<file path="src/rtl/dhc_pkg.sv">
// Shared types and message codes for the directory home controller.
// Assumes two-bit request and message type fields on the ports.
package dhc_pkg;
    typedef enum logic [1:0] {
        DIR_UNC = 2'd0,
        DIR_SHR = 2'd1,
        DIR_EXC = 2'd2
    } dir_state_e;

    typedef enum logic [1:0] {
        CTL_IDLE  = 2'd0,
        CTL_INVAL = 2'd1,
        CTL_WAIT  = 2'd2
    } ctl_state_e;

    localparam logic [1:0] REQ_RD = 2'd0;
    localparam logic [1:0] REQ_WR = 2'd1;
    localparam logic [1:0] REQ_WB = 2'd2;

    localparam logic [1:0] MSG_INV   = 2'd0;
    localparam logic [1:0] MSG_FETCH = 2'd1;
    localparam logic [1:0] MSG_FINV  = 2'd2;
    localparam logic [1:0] MSG_REPLY = 2'd3;
endpackage

</file>
<file path="src/rtl/dhc_dir_store.sv">
// Per-block directory entries: coherence state plus sharer bit vector.
// Combinational read port, one synchronous write port; reset clears all.
module dhc_dir_store
    import dhc_pkg::*;
#(
    parameter int NBLK  = 8,
    parameter int NPROC = 4,
    localparam int BLK_W = $clog2(NBLK)
) (
    input  logic             clk,
    input  logic             rst_n,
    input  logic [BLK_W-1:0] blk,
    output dir_state_e       rd_state,
    output logic [NPROC-1:0] rd_sharers,
    input  logic             wr_en,
    input  dir_state_e       wr_state,
    input  logic [NPROC-1:0] wr_sharers
);
    dir_state_e       st_q [NBLK];
    logic [NPROC-1:0] sh_q [NBLK];

    // Read the addressed entry.
    assign rd_state   = st_q[blk];
    assign rd_sharers = sh_q[blk];

    // Reset every entry to Uncached, otherwise apply the single write.
    always_ff @(posedge clk) begin
        if (!rst_n) begin
            for (int i = 0; i < NBLK; i++) begin
                st_q[i] <= DIR_UNC;
                sh_q[i] <= '0;
            end
        end else if (wr_en) begin
            st_q[blk] <= wr_state;
            sh_q[blk] <= wr_sharers;
        end
    end
endmodule

</file>
<file path="src/rtl/dhc_data_store.sv">
// Home memory for the block range: one word per block, reset to zero.
module dhc_data_store #(
    parameter int NBLK   = 8,
    parameter int DATA_W = 16,
    localparam int BLK_W = $clog2(NBLK)
) (
    input  logic              clk,
    input  logic              rst_n,
    input  logic [BLK_W-1:0]  blk,
    output logic [DATA_W-1:0] rd_data,
    input  logic              wr_en,
    input  logic [DATA_W-1:0] wr_data
);
    logic [DATA_W-1:0] mem_q [NBLK];

    // Read the addressed word.
    assign rd_data = mem_q[blk];

    // Clear on reset, otherwise store the written word.
    always_ff @(posedge clk) begin
        if (!rst_n) begin
            for (int i = 0; i < NBLK; i++) mem_q[i] <= '0;
        end else if (wr_en) begin
            mem_q[blk] <= wr_data;
        end
    end
endmodule

</file>
<file path="src/rtl/dhc_lowest_bit.sv">
// Priority encoder: index of the lowest set bit of a vector.
module dhc_lowest_bit #(
    parameter int WIDTH = 4,
    localparam int IDX_W = $clog2(WIDTH)
) (
    input  logic [WIDTH-1:0] vec,
    output logic             found,
    output logic [IDX_W-1:0] idx
);
    // Scan high to low so the lowest set bit wins.
    always_comb begin
        found = 1'b0;
        idx   = '0;
        for (int i = WIDTH - 1; i >= 0; i--) begin
            if (vec[i]) begin
                found = 1'b1;
                idx   = IDX_W'(i);
            end
        end
    end
endmodule

</file>
<file path="src/rtl/dir_home_ctrl.sv">
// Home directory controller. Serves one request at a time; answers from
// memory where it can, otherwise invalidates sharers (ascending index,
// requester skipped) or fetches from the owner before replying.
// Assumes an in-order network and an output that never stalls.
module dir_home_ctrl
    import dhc_pkg::*;
#(
    parameter int NPROC  = 4,
    parameter int NBLK   = 8,
    parameter int DATA_W = 16,
    localparam int PID_W = $clog2(NPROC),
    localparam int BLK_W = $clog2(NBLK)
) (
    input  logic              clk,
    input  logic              rst_n,
    input  logic              req_valid,
    output logic              req_ready,
    input  logic [1:0]        req_type,
    input  logic [PID_W-1:0]  req_pid,
    input  logic [BLK_W-1:0]  req_blk,
    input  logic [DATA_W-1:0] req_data,
    input  logic              rsp_valid,
    input  logic [DATA_W-1:0] rsp_data,
    output logic              msg_valid,
    output logic [1:0]        msg_type,
    output logic [PID_W-1:0]  msg_dest,
    output logic [BLK_W-1:0]  msg_blk,
    output logic [DATA_W-1:0] msg_data
);
    ctl_state_e        ctl_q, ctl_n;
    logic [PID_W-1:0]  cur_pid_q;
    logic [BLK_W-1:0]  cur_blk_q;
    logic              cur_wr_q;
    logic [NPROC-1:0]  pend_q, pend_n;

    logic [BLK_W-1:0]  sel_blk;
    logic [PID_W-1:0]  sel_pid;
    logic [NPROC-1:0]  sel_bit;
    dir_state_e        rd_state, wr_state;
    logic [NPROC-1:0]  rd_sharers, wr_sharers, scan_vec;
    logic              dir_we, mem_we, scan_found;
    logic [PID_W-1:0]  scan_idx;
    logic [DATA_W-1:0] mem_rdata, mem_wdata;

    logic              mv_n;
    logic [1:0]        mt_n;
    logic [PID_W-1:0]  md_n;
    logic [DATA_W-1:0] mdat_n;

    // Address and requester come from the port when idle, else from the latch.
    assign sel_blk   = (ctl_q == CTL_IDLE) ? req_blk : cur_blk_q;
    assign sel_pid   = (ctl_q == CTL_IDLE) ? req_pid : cur_pid_q;
    assign sel_bit   = NPROC'(1) << sel_pid;
    assign scan_vec  = (ctl_q == CTL_INVAL) ? pend_q : rd_sharers;
    assign req_ready = (ctl_q == CTL_IDLE);

    dhc_dir_store #(.NBLK(NBLK), .NPROC(NPROC)) u_dir (
        .clk(clk), .rst_n(rst_n), .blk(sel_blk),
        .rd_state(rd_state), .rd_sharers(rd_sharers),
        .wr_en(dir_we), .wr_state(wr_state), .wr_sharers(wr_sharers)
    );

    dhc_data_store #(.NBLK(NBLK), .DATA_W(DATA_W)) u_mem (
        .clk(clk), .rst_n(rst_n), .blk(sel_blk),
        .rd_data(mem_rdata), .wr_en(mem_we), .wr_data(mem_wdata)
    );

    dhc_lowest_bit #(.WIDTH(NPROC)) u_scan (
        .vec(scan_vec), .found(scan_found), .idx(scan_idx)
    );

    // Decide directory update, memory write and next message.
    always_comb begin
        ctl_n      = ctl_q;
        pend_n     = pend_q;
        dir_we     = 1'b0;
        wr_state   = rd_state;
        wr_sharers = rd_sharers;
        mem_we     = 1'b0;
        mem_wdata  = req_data;
        mv_n       = 1'b0;
        mt_n       = MSG_REPLY;
        md_n       = sel_pid;
        mdat_n     = mem_rdata;
        unique case (ctl_q)
            CTL_IDLE: if (req_valid) begin
                unique case (rd_state)
                    DIR_UNC: if (req_type == REQ_RD || req_type == REQ_WR) begin
                        dir_we     = 1'b1;
                        wr_state   = (req_type == REQ_RD) ? DIR_SHR : DIR_EXC;
                        wr_sharers = sel_bit;
                        mv_n       = 1'b1;
                    end
                    DIR_SHR: if (req_type == REQ_RD) begin
                        dir_we     = 1'b1;
                        wr_sharers = rd_sharers | sel_bit;
                        mv_n       = 1'b1;
                    end else if (req_type == REQ_WR) begin
                        pend_n = rd_sharers & ~sel_bit;
                        ctl_n  = CTL_INVAL;
                    end
                    DIR_EXC: if (req_type == REQ_RD || req_type == REQ_WR) begin
                        mv_n  = 1'b1;
                        mt_n  = (req_type == REQ_RD) ? MSG_FETCH : MSG_FINV;
                        md_n  = scan_idx;
                        ctl_n = CTL_WAIT;
                    end else if (req_type == REQ_WB) begin
                        mem_we     = 1'b1;
                        dir_we     = 1'b1;
                        wr_state   = DIR_UNC;
                        wr_sharers = '0;
                    end
                    default: ;
                endcase
            end
            CTL_INVAL: begin
                mv_n = 1'b1;
                if (scan_found) begin
                    mt_n   = MSG_INV;
                    md_n   = scan_idx;
                    pend_n = pend_q & ~(NPROC'(1) << scan_idx);
                end else begin
                    dir_we     = 1'b1;
                    wr_state   = DIR_EXC;
                    wr_sharers = sel_bit;
                    ctl_n      = CTL_IDLE;
                end
            end
            CTL_WAIT: if (rsp_valid) begin
                mem_we     = 1'b1;
                mem_wdata  = rsp_data;
                dir_we     = 1'b1;
                wr_state   = cur_wr_q ? DIR_EXC : DIR_SHR;
                wr_sharers = cur_wr_q ? sel_bit : (rd_sharers | sel_bit);
                mv_n       = 1'b1;
                mdat_n     = rsp_data;
                ctl_n      = CTL_IDLE;
            end
            default: ctl_n = CTL_IDLE;
        endcase
    end

    // Control state, request latch and registered message outputs.
    always_ff @(posedge clk) begin
        if (!rst_n) begin
            ctl_q     <= CTL_IDLE;
            pend_q    <= '0;
            cur_pid_q <= '0;
            cur_blk_q <= '0;
            cur_wr_q  <= 1'b0;
            msg_valid <= 1'b0;
            msg_type  <= MSG_REPLY;
            msg_dest  <= '0;
            msg_blk   <= '0;
            msg_data  <= '0;
        end else begin
            ctl_q  <= ctl_n;
            pend_q <= pend_n;
            if (req_ready && req_valid) begin
                cur_pid_q <= req_pid;
                cur_blk_q <= req_blk;
                cur_wr_q  <= (req_type == REQ_WR);
            end
            msg_valid <= mv_n;
            msg_type  <= mt_n;
            msg_dest  <= md_n;
            msg_blk   <= sel_blk;
            msg_data  <= (mt_n == MSG_REPLY) ? mdat_n : '0;
        end
    end
endmodule

</file>
<file path="config.mk">
export PLATFORM = sky130hd
export DESIGN_NAME = dir_home_ctrl
export DESIGN_NICKNAME = d
export VERILOG_FILES = /design/src/rtl/dhc_pkg.sv /design/src/rtl/dhc_dir_store.sv /design/src/rtl/dhc_data_store.sv /design/src/rtl/dhc_lowest_bit.sv /design/src/rtl/dir_home_ctrl.sv
export SDC_FILE = /design/constraint.sdc
export NUM_CORES = 1
export LEC_CHECK = 0
export ABC_AREA = 1
export ABC_CLOCK_PERIOD_IN_PS = 3500
export BUFFER_PORTS_ARGS = -buffer_cell sky130_fd_sc_hd__buf_2
export CAP_MARGIN = 20
export CORE_UTILIZATION = 60
export CTS_BUF_LIST = sky130_fd_sc_hd__clkbuf_4 sky130_fd_sc_hd__clkbuf_8 sky130_fd_sc_hd__clkbuf_16
export CTS_CLUSTER_SIZE = 14
export DETAILED_ROUTE_END_ITERATION = 8
export PLACE_DENSITY = 0.79
export SYNTH_ARGS = -nofsm -noshare
export SYNTH_HDL_FRONTEND = slang
export SYNTH_SLANG_ARGS = --single-unit
</file>
<file path="constraint.sdc">
create_clock -name clk -period 3.5 [get_ports clk]
set_input_delay 0.175 -clock clk [delete_from_list [all_inputs] [get_ports clk]]
set_output_delay 0.175 -clock clk [all_outputs]
set_load 0.1 [all_outputs]
</file>
==> results.md <==
* Buf+Inv Stages, Crit Path at 2
* Worst-margin pin slew at 0.824 ns
* Die Area at 17700 sq um
* Met3 wire length at 2070 microns
* Power per cell area at 700 nW/um^2
* Crit. End Element: flop
* Total of max-cap violations at 0
* Max transition margin at 0.450
* Die height at 133 microns
* Final WL at 27800 microns
* TritonCTS Buffers at 23
* Seq/Total Area, Yosys at 0.583
* Final net count at 1285
* P&R area growth vs syn at 16.9%
* Root Buffer Master: clkbuf_16
* Pin count of the biggest net entering global routing at 37
* Top-level port count at 68
* CP Max Fanout at 12
* DRT iter0 DRCs at 844
* Critical Path Slowest Stage Cell: dfxtp_1
* Mapped Area at 10300 sq um
* Synth Area in Simple Gates at 0.270
* Clock Path Buffers at 3
* Diode count at 0
* CP most frequent cell: nand2_1
* First drt pass iteration count at 6
* Post-DP HPWL at 18000 microns
* Synth Area in XOR/XNOR at 0
* CTS clk-pin slew, worst paths at 0.06 ns
* DP Worst Slack at 0.238 ns
* Clock skew at 0.0122 ns
* Vias/cell at 5.69
* #FFs+latches synth at 212
* CP peak stage delay at 0.46 ns
* Avg Inst Size Synth at 9.22 sq um
* Maximum VDD drop at 0.496 mV
* Fin util at 0.723
* WL met2 at 13900 microns
* CP delay by family, top: simple AND/OR/NAND/NOR gates
* RSZ-0062 raised after global routing: no
* First-pass GRT wire length at 43200 microns
* Startpoint Class: flop
* Worst hold path class: in2reg
* Cells along the critical path: inv_2 > nand2_4 > nand2_1 > nand2_2 > nor2_1 > nand3_1 > nand2_2 > inv_1 > nand2_1 > nor2_1 > nand2_1 > nand3_1 > nand2_1 > nand3_4 > nand3_2 > nand2_1
* CTS Sinks at 212
* Final setup TNS at 0 ns
* Die extent in x at 133 microns
* Routed length per instance at 18.8 microns
* Largest family of logic cells by synthesized area: simple AND/OR/NAND/NOR gates
* Endpoints failing hold at 0
* Pleak at 0.00550 uW
* Vias in the first global route at 8218
* Post-synthesis cell type count at 40
* Routed vias at 8412
* Synthesized Nets at 1160
* Period utilisation layout at 0.898
* Count of antenna-violating nets left after detailed routing at 0
* GP Congestion at 0.970
* Synth Area in Adders at 0
* Syn Inst Count at 1117
* Slew Viols, Final at 0
* Row count at 47
* WP data arrival at 3.33 ns
* Routed met1 length at 10500 microns
* Initial antenna violation count at 0
* CTS tree: yes
* Syn. warnings at 0
* Layout cells sized above 1 at 0.185
* Fmax at 318 MHz
* Post-synthesis compound-gate area fraction at 0.0783
* Critical path type: reg2reg
* Period minus WS final at 3.14 ns
* H-tree Lvls at 1
* Initial core utilization at 0.619
* Final setup violation count at 0
* Setup slack after layout at 0.357 ns
* GRT Util Overall at 0.323
* Grt total ovfl at 0
* Core ar. at 16600 sq um
* Max Used Layer: met4
* Post-synthesis mux area share at 0
* Outcome: finished, final reports clean
* Worst skew pair latency at 0.51 ns
* CP Data Required Time at 3.68 ns
* Port buffer count at 67
* DRC at 0
## registers in the layout, summed over array words and instances, names as in the netlist
signal,flops
u_mem.mem_q,128
u_dir.sh_q,32
msg_data,16
u_dir.st_q,16
pend_q,4
cur_blk_q,3
msg_blk,3
ctl_q,2
cur_pid_q,2
msg_dest,2
msg_type,2
cur_wr_q,1
msg_valid,1
## layout make-up
| type | count | area [sq um] |
|---|---|---|
| clock buffers | 33 | 682 |
| repair buffers | 134 | 898 |
| well taps | 220 | 275 |
| multi-input cells | 746 | 3590 |
| flip-flops and latches | 212 | 6010 |
| inverters | 125 | 470 |
| clock inverters | 9 | 108 |
| fillers | 1232 | 4610 |
## logic make-up (layout without fill, tap and decap cells)
logic type	count (synthesis)	in the layout
flip-flops	212	212
AO/OA/AOI/OAI	131	131
buffers and inverters	159	301
AND/OR/NAND/NOR	615	615
## cell usage after synthesis (all sizes together)
| cell | instances | area (sq um) |
|---|---|---|
| o2bb2ai | 1 | 8.76 |
| nand3b | 4 | 30.0 |
| o211ai | 2 | 15.0 |
| clkinv | 5 | 20.0 |
| clkbuf | 13 | 48.8 |
| and3 | 4 | 25.0 |
| edfxtp | 176 | 5290 |
| nor2 | 197 | 798 |
| inv | 120 | 450 |
| nand3 | 61 | 388 |
| or2 | 1 | 6.26 |
| nand4 | 16 | 106 |
| o22a | 1 | 8.76 |
| dfxtp | 36 | 721 |
| nand2 | 331 | 1420 |
| nor4 | 1 | 6.26 |
| a31oi | 1 | 6.26 |
| a221oi | 9 | 78.8 |
| o22ai | 1 | 6.26 |
| o21ai | 30 | 154 |
| o221ai | 1 | 8.76 |
| buf | 21 | 189 |
| a21oi | 55 | 294 |
| a22oi | 30 | 225 |
## power by group
group | switching [uW] | internal [uW]
clock network | 954 | 1510
logic | 2250 | 715
registers | 70.7 | 2930
## final timing paths
path | startpoint | end | slack [ns] | depth (start not counted)
setup / recovery | ctl_q[1] | u_dir.st_q[1][1] | 0.36 | 16
setup reg to reg | ctl_q[1] | u_dir.st_q[1][1] | 0.36 | 16
hold reg to reg | pend_q[3] | pend_q[3] | 0.47 | 2
hold / removal | req_blk[0] | cur_blk_q[0] | 0.03 | 3
## worst register-to-register path, cell delays in order (launching register included)
cell and delay [ns]:
dfxtp_1 0.46, inv_2 0.11, nand2_4 0.20, nand2_1 0.10
nand2_2 0.20, nor2_1 0.14, nand3_1 0.11, nand2_2 0.07
inv_1 0.05, nand2_1 0.14, nor2_1 0.33, nand2_1 0.09
nand3_1 0.08, nand2_1 0.08, nand3_4 0.20, nand3_2 0.19
nand2_1 0.28
## layer usage
metal  track usage  vias to the layer above
li1              -                     3947
met1         0.402                     3946
met2         0.552                      422
met3        0.0494                       97
met4         0.157                        0
met5             0                        -
## what timing repair did
| action | CTS | global route |
|---|---|---|
| setup buffers | 0 | 5 |
| hold endpoints to repair | 19 | 0 |
| resized for setup | 0 | 2 |
| setup endpoints to repair | 0 | 48 |
| hold buffers | 19 | 0 |
## cells in the final DEF (no fill, tap or decap), types with 3 or more instances in the layout
cell type / instances
nor2_4: 3
nor2_2: 9
nor2_1: 184
dlygate4sd3_1: 19
nand2_1: 301
clkinv_1: 5
nand2_2: 10
dfxtp_1: 36
a221oi_1: 9
buf_2: 67
clkbuf_8: 5
edfxtp_1: 176
and3_1: 4
clkbuf_4: 5
o21ai_0: 29
buf_4: 47
a22oi_1: 30
nand3b_1: 4
nand3_2: 13
inv_2: 12
nand2_4: 20
clkinv_2: 3
nand3_1: 46
a21oi_1: 52
inv_1: 108
clkbuf_16: 23
nand4_1: 15
## through the flow
stage	instance area (sq um)	total power (uW)	std cells	hold WS, ns
detailed placement	11000	5900	1413	0.456
global route	12000	8770	1479	0.0323
global placement	11000	5900	1413	0.442
CTS	12000	8370	1474	0.0102
finish	12000	8420	1479	0.0293
floorplan	10300	5140	1117	0.323
Power figures use the tool's default switching activity.
